### src/rtl/eacc_pkg.sv
package eacc_pkg;
   typedef logic [7:0] octet_t;
   // frame header: one byte-count byte precedes the payload
   localparam int HDR_BYTES = 1;
   function automatic int bytes_of(input int bits);
      return (bits + 7) / 8;
   endfunction
endpackage

### src/rtl/eacc_power.sv
module eacc_power #(
   parameter int SMP_W = 12,
   parameter int PWR_W = 12
) (
   input  logic [SMP_W-1:0] volt,
   input  logic [SMP_W-1:0] curr,
   output logic [PWR_W-1:0] pwr
);
   localparam int PROD_W = 2 * SMP_W;

   if (PWR_W > PROD_W) begin : g_bad_pwr
      $error("eacc_power: PWR_W exceeds product width");
   end

   logic [PROD_W-1:0] prod;

   always_comb begin
      prod = PROD_W'(volt) * PROD_W'(curr);
      pwr  = prod[PROD_W-1 -: PWR_W];
   end
endmodule

### src/rtl/eacc_accum.sv
module eacc_accum #(
   parameter int PWR_W  = 12,
   parameter int ACC_W  = 16,
   parameter int ROLL_W = 8,
   parameter int CNT_W  = 24
) (
   input  logic              clk,
   input  logic              rst_n,
   input  logic              smp_valid,
   input  logic [PWR_W-1:0]  pwr,
   output logic [ACC_W-1:0]  acc_nxt,
   output logic [ROLL_W-1:0] roll_nxt,
   output logic [CNT_W-1:0]  cnt_nxt
);
   if (PWR_W > ACC_W) begin : g_bad_acc
      $error("eacc_accum: PWR_W must not exceed ACC_W");
   end

   logic [ACC_W-1:0]  acc_q;
   logic [ROLL_W-1:0] roll_q;
   logic [CNT_W-1:0]  cnt_q;
   logic [ACC_W:0]    sum;

   always_comb begin
      sum      = {1'b0, acc_q} + (ACC_W+1)'(pwr);
      acc_nxt  = acc_q;
      roll_nxt = roll_q;
      cnt_nxt  = cnt_q;
      if (smp_valid) begin
         acc_nxt = sum[ACC_W-1:0];
         cnt_nxt = cnt_q + CNT_W'(1);
         if (sum[ACC_W]) roll_nxt = roll_q + ROLL_W'(1);
      end
   end

   always_ff @(posedge clk) begin
      if (!rst_n) begin
         acc_q  <= '0;
         roll_q <= '0;
         cnt_q  <= '0;
      end else begin
         acc_q  <= acc_nxt;
         roll_q <= roll_nxt;
         cnt_q  <= cnt_nxt;
      end
   end


   idle_hold_chk: assert property (@(posedge clk) disable iff (!rst_n)
      !smp_valid |=> $stable(acc_q) && $stable(roll_q) && $stable(cnt_q));

   cnt_step_chk: assert property (@(posedge clk) disable iff (!rst_n)
      smp_valid |=> cnt_q == CNT_W'($past(cnt_q) + CNT_W'(1)));

   roll_wrap_chk: assert property (@(posedge clk) disable iff (!rst_n)
      smp_valid |=> (roll_q != $past(roll_q)) == (acc_q < $past(acc_q)));
endmodule

### src/rtl/eacc_frame.sv
module eacc_frame
   import eacc_pkg::*;
#(
   parameter int PAY_W = 48
) (
   input  logic             clk,
   input  logic             rst_n,
   input  logic             snap_req,
   input  logic [PAY_W-1:0] pay,
   input  logic             frm_ack,
   output logic             frm_valid,
   output octet_t           frm_byte,
   output logic             frm_last
);
   localparam int PAY_BYTES   = bytes_of(PAY_W);
   localparam int FRAME_BYTES = PAY_BYTES + HDR_BYTES;
   localparam int IDX_W       = $clog2(FRAME_BYTES);
   localparam int SLOTS       = 2 ** IDX_W;

   if (PAY_W % 8 != 0) begin : g_bad_pay
      $error("eacc_frame: PAY_W must be a whole number of bytes");
   end

   logic [PAY_W-1:0] snap_q;
   logic [IDX_W-1:0] idx_q;
   logic             busy_q;
   octet_t           slot [SLOTS];

   assign slot[0] = octet_t'(PAY_BYTES);
   for (genvar k = 0; k < PAY_BYTES; k++) begin : g_pay_slot
      assign slot[k+1] = snap_q[k*8 +: 8];
   end
   for (genvar k = FRAME_BYTES; k < SLOTS; k++) begin : g_pad_slot
      assign slot[k] = '0;
   end

   always_ff @(posedge clk) begin
      if (!rst_n) begin
         snap_q <= '0;
         idx_q  <= '0;
         busy_q <= 1'b0;
      end else if (snap_req) begin
         snap_q <= pay;
         idx_q  <= '0;
         busy_q <= 1'b1;
      end else if (busy_q && frm_ack) begin
         if (idx_q == IDX_W'(FRAME_BYTES-1)) busy_q <= 1'b0;
         else                                idx_q  <= idx_q + IDX_W'(1);
      end
   end

   assign frm_valid = busy_q;
   assign frm_byte  = slot[idx_q];
   assign frm_last  = busy_q && (idx_q == IDX_W'(FRAME_BYTES-1));


   hdr_first_chk: assert property (@(posedge clk) disable iff (!rst_n)
      snap_req |=> frm_valid && frm_byte == octet_t'(PAY_BYTES));

   byte_hold_chk: assert property (@(posedge clk) disable iff (!rst_n)
      frm_valid && !frm_ack && !snap_req |=> frm_valid && $stable(frm_byte));

   frame_end_chk: assert property (@(posedge clk) disable iff (!rst_n)
      frm_last && frm_ack && !snap_req |=> !frm_valid);
endmodule

### src/rtl/energy_accum.sv
module energy_accum #(
   parameter int SMP_W  = 12,
   parameter int ACC_W  = 16,
   parameter int ROLL_W = 8,
   parameter int CNT_W  = 24
) (
   input  logic             clk,
   input  logic             rst_n,
   input  logic             smp_valid,
   input  logic [SMP_W-1:0] smp_volt,
   input  logic [SMP_W-1:0] smp_curr,
   input  logic             snap_req,
   input  logic             frm_ack,
   output logic             frm_valid,
   output logic [7:0]       frm_byte,
   output logic             frm_last
);
   localparam int PWR_W = SMP_W;
   localparam int PAY_W = ACC_W + ROLL_W + CNT_W;

   logic [PWR_W-1:0]  pwr;
   logic [ACC_W-1:0]  acc_nxt;
   logic [ROLL_W-1:0] roll_nxt;
   logic [CNT_W-1:0]  cnt_nxt;

   eacc_power #(.SMP_W(SMP_W), .PWR_W(PWR_W)) i_power (
      .volt(smp_volt), .curr(smp_curr), .pwr(pwr));

   eacc_accum #(.PWR_W(PWR_W), .ACC_W(ACC_W), .ROLL_W(ROLL_W), .CNT_W(CNT_W)) i_accum (
      .clk(clk), .rst_n(rst_n), .smp_valid(smp_valid), .pwr(pwr),
      .acc_nxt(acc_nxt), .roll_nxt(roll_nxt), .cnt_nxt(cnt_nxt));

   // next-state values make a same-cycle sample part of the snapshot
   eacc_frame #(.PAY_W(PAY_W)) i_frame (
      .clk(clk), .rst_n(rst_n), .snap_req(snap_req),
      .pay({cnt_nxt, roll_nxt, acc_nxt}), .frm_ack(frm_ack),
      .frm_valid(frm_valid), .frm_byte(frm_byte), .frm_last(frm_last));
endmodule

### config.mk
export PLATFORM = sky130hd
export DESIGN_NAME = energy_accum
export DESIGN_NICKNAME = d
export VERILOG_FILES = /design/src/rtl/eacc_pkg.sv /design/src/rtl/eacc_power.sv /design/src/rtl/eacc_accum.sv /design/src/rtl/eacc_frame.sv /design/src/rtl/energy_accum.sv
export SDC_FILE = /design/constraint.sdc
export NUM_CORES = 1
export LEC_CHECK = 0
export ABC_AREA = 1
export CAP_MARGIN = 25
export CORE_UTILIZATION = 57
export CTS_BUF_LIST = sky130_fd_sc_hd__clkbuf_16
export DETAILED_ROUTE_END_ITERATION = 12
export HOLD_SLACK_MARGIN = 0.08
export PLACE_DENSITY = 0.82
export SYNTH_ARGS = -nofsm -noshare
export SYNTH_HDL_FRONTEND = slang
export SYNTH_SLANG_ARGS = --single-unit
### constraint.sdc
create_clock -name clk -period 6.96 [get_ports clk]
set_input_delay 1.392 -clock clk [delete_from_list [all_inputs] [get_ports clk]]
set_output_delay 1.392 -clock clk [all_outputs]
set_load 0.005 [all_outputs]
---- Yosys cells after proc, flatten, opt, wreduce, memory -nomap -nowiden ----
Cells that the tools add are included.
storage, ports and cells
  bits in registers ....................... 100
  latch bits .............................. 0
  bits in writable memories ............... 0
  memory bits (read-only) ................. 0
  bits of input ports ..................... 29
  output and inout bits ................... 10
  logic and storage cells ................. 33
  memories kept ........................... 0
cells by class
  $add $sub $neg .......................... 4
  multipliers ............................. 1
  div/mod/pow operators ................... 0
  $lt $le $gt $ge ......................... 1
  equality and inequality tests ........... 1
  shifts and indexed selects .............. 0
  mux-type cells .......................... 10
  bitwise logic cells ..................... 3
  reduce and logical (&&, ||, !) cells .... 7
operator list
  operator                                                  number
  two-way mux 8 bit                                         4
  adder 24 x 1 -> 24 bit, second input constant             1
  binary-select mux 8 bit (select 3 bit)                    1
  multiplier 12 x 12 -> 24 bit                              1
  two-way mux 24 bit                                        1
  adder 16 x 12 -> 17 bit                                   1
  two-way mux 16 bit                                        1
  adder 8 x 1 -> 8 bit, second input constant               1
  greater-or-equal comparator 4 bit, second input constant  1
  inverter 3 -> 4 bit                                       1
  AND reduction 2 bit                                       2
  nonzero test 2 bit                                        2
  adder 3 x 1 -> 3 bit, second input constant               1
  equality test 3 bit, second input constant                1
  two-way mux 1 bit                                         3
  logical AND 1 bit                                         2
  inverter 1 bit                                            2
  OR reduction 2 bit                                        1

---- Longest topological paths before layout ----
  depth after elaboration ................. 4
  depth in mapped cells ................... 36
  depth with buffers taken out ............ 34

---- Modules after synthesis ----
Synthesis repeated with hierarchy kept, for this count alone.
unflattened totals
  cell total of the unflattened synthesis .. 1555
  area, all modules ....................... 10516.3 um^2
by module, submodules not included
  module      times used  cells an instance  area each (um^2)  seq. area each (um^2)
  eacc_power  1           651                4737.0            0.0
  eacc_accum  1           529                3278.1            960.9
  eacc_frame  1           375                2501.1            1041.0

---- Least setup slack after synthesis ----
Ideal clock, no wire load.
  path type ............................... input port to flip-flop
  from .................................... in smp_volt[0]
  to ...................................... reg i_frame.snap_q[12]
  library setup time ...................... 109 ps
  arrival ................................. 6744 ps
  path slack .............................. 107 ps
  cell stages on the path ................. 27
  path through ............................ clkbuf_1 -> nand2_1 -> fa_1 -> fa_1 -> inv_1 -> fa_1 -> fa_1 -> inv_1 -> fa_1 -> inv_1 -> ha_1 -> nand2_1 -> inv_1 -> a21oi_1 -> nand2_1 -> a31oi_1 -> xor2_1 -> fa_1 -> nand3_1 -> nand3_2 -> nand3_1 -> nand3_2 -> buf_6 -> nand3_1 -> nand3_1 -> nand2_1 -> inv_1
on the way
  word-level cells in the longest chain between the ends .. 3
ends and longest elaborated chain
  item                          line                RTL
  start: declaration            energy_accum.sv:10  input logic [SMP_W-1:0] smp_volt,
  multiplier 12 x 12 -> 24 bit  eacc_power.sv:18    prod = PROD_W'(volt) * PROD_W'(curr);
  adder 16 x 12 -> 17 bit       eacc_accum.sv:25    sum = {1'b0, acc_q} + (ACC_W+1)'(pwr);
  two-way mux 16 bit            eacc_accum.sv:29    if (smp_valid) begin
  end signal: assignment        eacc_frame.sv:43    snap_q <= pay;
  end: declaration              eacc_frame.sv:24    logic [PAY_W-1:0] snap_q;
No other way between the ends.
A chain may end at the register's enable or synchronous reset.

---- Worst setup path after layout ----
  from .................................... in smp_curr[4]
  to ...................................... reg i_frame.snap_q[22]
on the way
  word-level cells in the longest chain between the ends .. 4
ends and longest elaborated chain
  item                          line                RTL
  start: declaration            energy_accum.sv:11  input logic [SMP_W-1:0] smp_curr,
  multiplier 12 x 12 -> 24 bit  eacc_power.sv:18
  adder 16 x 12 -> 17 bit       eacc_accum.sv:25
  two-way mux 8 bit             eacc_accum.sv:32    if (sum[ACC_W]) roll_nxt = roll_q + ROLL_W'(1);
  two-way mux 8 bit             eacc_accum.sv:29
No other way between the ends.

==> impl_results.md <==
- Fillcell total: around 1200
- Avg Inst Size Synth: about 6.9 sq um
- Crit path DAT: 7.14 ns
- Sink Count: 100
- R2R cell count: 8
- Post-Syn Nets: about 1700
- Hold depth: 2
- Count of pins over their slew limit: 0
- CP endpoint kind: register
- Starting Density: about three fifths
- Xor/xnor share of the synthesized area: roughly 2.2%
- Netlist cell types: 43
- Clock Pin Slew Worst Setup and Hold Paths: around 0.060 ns
- Detailed Routing Iterations Pass 1: 6
- Fraction of power consumed by sequential logic: under 10%
- Crit path max-delay cell type: fa_1
- Worst endpoint required time: just over 7 ns
- Pwr Total: a little over 7000 uW
- Simple-gate area share of the yosys netlist: a little over a quarter
- Worst-Skew Late Latency: around 0.35 ns
- Final setup violation count: 0
- Crit path buffers/inverters: 11
- Synth Area in Compound Gates: approximately 8.4%
- Synth Register Bits: 100
- CTS tree: built
- Final TNS setup: 0 ns
- Sw Share: 48.96%
- Mapped cell area: ~10000 sq um
- Share of cells above drive strength 1: between 10% and 20%
- CTS buffer count: 9
- Final net count: roughly 1800
- YS warnings: 0
- Post-route DRC: 0
- Worst slew pin tran: between 1 and 1.5 ns
- Most used cell, CP: nand2_1
- Final hold slack: roughly 0.46 ns
- Row cnt: 48
- Status: completed
- CP Max Fanout: 6
- Clock buffer depth: 2
- Final period utilization: 99.03%
- Core Util, Final: 71.72%
- Drt total wl: roughly 28000 um
- Half-perimeter wire length after placement: roughly 20000 um
- CP Launch Type: input pin
- Area grow syn2layout: 22.68%
- Pwr Density: 578.0 nW/um^2
- Worst path depth: 37
- CTS H-Tree Depth: 3
- Main combinational cell family by area after synthesis: adder cells
- Fmax: between 100 and 150 MHz
- Post-synthesis sequential area ratio: between 10% and 20%
- Cells after synthesis: 1468
- Ports: 39
- IO buf count: 38
- Final Critical Period: 6.892 ns
- Post-Synth Adder-Cell Area: just under 30%
- Max VDD drop: 0.6059 mV
- CP peak stage delay: around 0.56 ns
- Post-synthesis mux area share: 0%
- Die ar.: 18280 sq um
- Die height: 135.2 um
- Final hold violation count: 0
- Vias: approximately 10000
- GRT Overall Usage: a little under a third
- Max-cap violations: 0
- Gpl congestion: 0.9242
- Delay-heaviest family, CP: adder cells
- Largest net degree at the start of global routing: 56
- NetSw: 3510 uW
- Setup CP Type: input pin to register
- Core ar.: roughly 17000 sq um
- First-pass GRT wire length: 44510 um
- Die Span X: around 140 um
- Max_slew headroom: ~33%
- First DRT Iteration DRCs: approximately 1100
- Int Pwr: about 3700 uW
- Total gr overflow: 0
- Clock power share: around 6.4%
- HP Class: register to register
- Via/cell ratio: about 5.5
- Root buf cell: clkbuf_16
- Hold Buf Count CTS: 0
- ANT cells: 0
- Vias in the first global route: around 9600
- Setup Skew: around 0.0067 ns
- Initial antenna violation count: 0
- Proportion of power drawn by combinational gates: 83.9%
- Leak: roughly 0.0067 uW
- Wire per inst: 15.52 um
- Antenna Nets Post-Route: 0
-- layer usage --
metal	part of all wire, %	track usage, %	vias up
met1	41	39.67	4712
met2	49	52.19	472
met5	0	0	-
li1	-	-	4724
met3	6.9	5.574	97
met4	2.8	6.804	0
-- tightest hold or removal path, delay by kind of cell (launching register included) --
kind,cells,cell delay (ns)
flops,1,0.31
simple gates,2,0.10
-- layout make-up --
class / instances / area (sq um) / share of cell area (%)
inverters: 323 / 1212 / 9.774
clock buffers: 9 / 225.2 / 1.816
repair buffers: 177 / 1426 / 11.50
clock inverters: 6 / 42.54 / 0.3429
well taps: 225 / 281.5 / 2.270
multi-input cells: 993 / 7214 / 58.16
flip-flops and latches: 100 / 2002 / 16.14
-- synthesized netlist by cell type --
master / instances / area share, %
a21boi_0: 1 / 0.074
a21o_1: 3 / 0.22
a21oi_1: 57 / 2.8
a22oi_1: 2 / 0.15
a31o_2: 1 / 0.087
a31oi_1: 3 / 0.19
and2_1: 5 / 0.31
buf_1: 5 / 0.19
buf_2: 6 / 0.30
buf_6: 2 / 0.22
clkbuf_1: 39 / 1.4
clkinv_1: 1 / 0.037
dfxtp_1: 100 / 20
fa_1: 100 / 20
ha_1: 74 / 9.2
inv_1: 320 / 12
inv_2: 2 / 0.074
nand2_1: 381 / 14
nand2_2: 2 / 0.12
nand2b_1: 1 / 0.062
nand3_1: 74 / 3.7
nand3_2: 3 / 0.30
nand3b_1: 2 / 0.15
nand4_1: 19 / 1.2
nor2_1: 135 / 5.0
nor2_2: 3 / 0.19
nor2_4: 4 / 0.45
nor3_1: 8 / 0.40
nor3_2: 1 / 0.099
nor3_4: 1 / 0.16
nor3b_1: 1 / 0.074
nor4_1: 1 / 0.062
nor4_4: 1 / 0.21
o211ai_1: 7 / 0.52
o21a_1: 5 / 0.37
o21ai_0: 58 / 2.9
o21ai_2: 1 / 0.087
o21bai_1: 3 / 0.22
o21bai_2: 1 / 0.11
o22a_1: 1 / 0.087
o22ai_1: 9 / 0.56
xnor2_1: 9 / 0.78
xor2_1: 16 / 1.4
-- cells in the final DEF, fill, tap and decap left out, drive strengths merged --
cell type,count
xnor2,9
nor3,10
fa,100
a22oi,2
a21oi,57
a31oi,3
xor2,16
o22a,1
nand4,19
clkdlybuf4s50,16
clkinvlp,1
nand3b,2
nand3,77
clkdlybuf4s15,3
o211ai,7
ha,74
and2,5
a21o,3
nor3b,1
nor4,2
o22ai,9
a31o,1
o21a,5
buf,141
nand2b,1
dfxtp,100
nand2,383
dlygate4sd2,2
clkinv,6
dlymetal6s2s,3
clkbuf,21
a21boi,1
o21bai,4
o21ai,59
nor2,142
inv,322
-- sequential cells by signal (all words and copies together) (netlist names) --
signal / count
i_accum.acc_q: 16
i_accum.roll_q: 8
i_frame.idx_q: 3
i_accum.cnt_q: 24
i_frame.snap_q: 48
i_frame.frm_valid: 1
-- logic make-up (layout without fill, tap and decap cells) --
kind of cell	Yosys count	after routing
buffers and inverters	375	515
and+or+nand+nor	642	642
DFF	100	100
AOI/OAI and AO/OA	152	152
adders and majority gates	174	174
xor gates and xnor gates	25	25
-- repair_timing --
item                                    4_1_cts  5_1_grt
pin swaps                                    38       81
endpoints found under the setup margin       43       43
buffers inserted                             10        5
gates resized for setup                      63      130
cloned                                        2        0
-- worst paths after layout --
kind / to / start / slack [ns]
worst min-delay path: i_frame.snap_q[23] / i_frame.snap_q[23] / 0.46
worst max register to register: i_frame.idx_q[2] / i_frame.idx_q[0] / 4.44
worst min register to register: i_frame.snap_q[23] / i_frame.snap_q[23] / 0.46
worst max-delay path: i_frame.snap_q[22] / smp_curr[4] / 0.07
-- power by group through the flow --
stage	combinational, uW	clock [uW]	sequential [uW]
6_report	6020	458	694
5_1_grt	6530	484	699
4_1_cts	4970	460	687
3_5_place_dp	4490	0	698
3_3_place_gp	4400	0	697
2_1_floorplan	2740	0	680
-- through the flow --
stage	setup slack, ns	instance area, sq um	std cells
3_5_place_dp	-0.8260	11470	1801
5_1_grt	-0.1711	12400	1833
6_report	0.06786	12400	1833
4_1_cts	0.00005596	12000	1828
2_1_floorplan	0.1071	10110	1468
3_3_place_gp	-0.6938	11470	1801
Power figures use the tool's default switching activity.
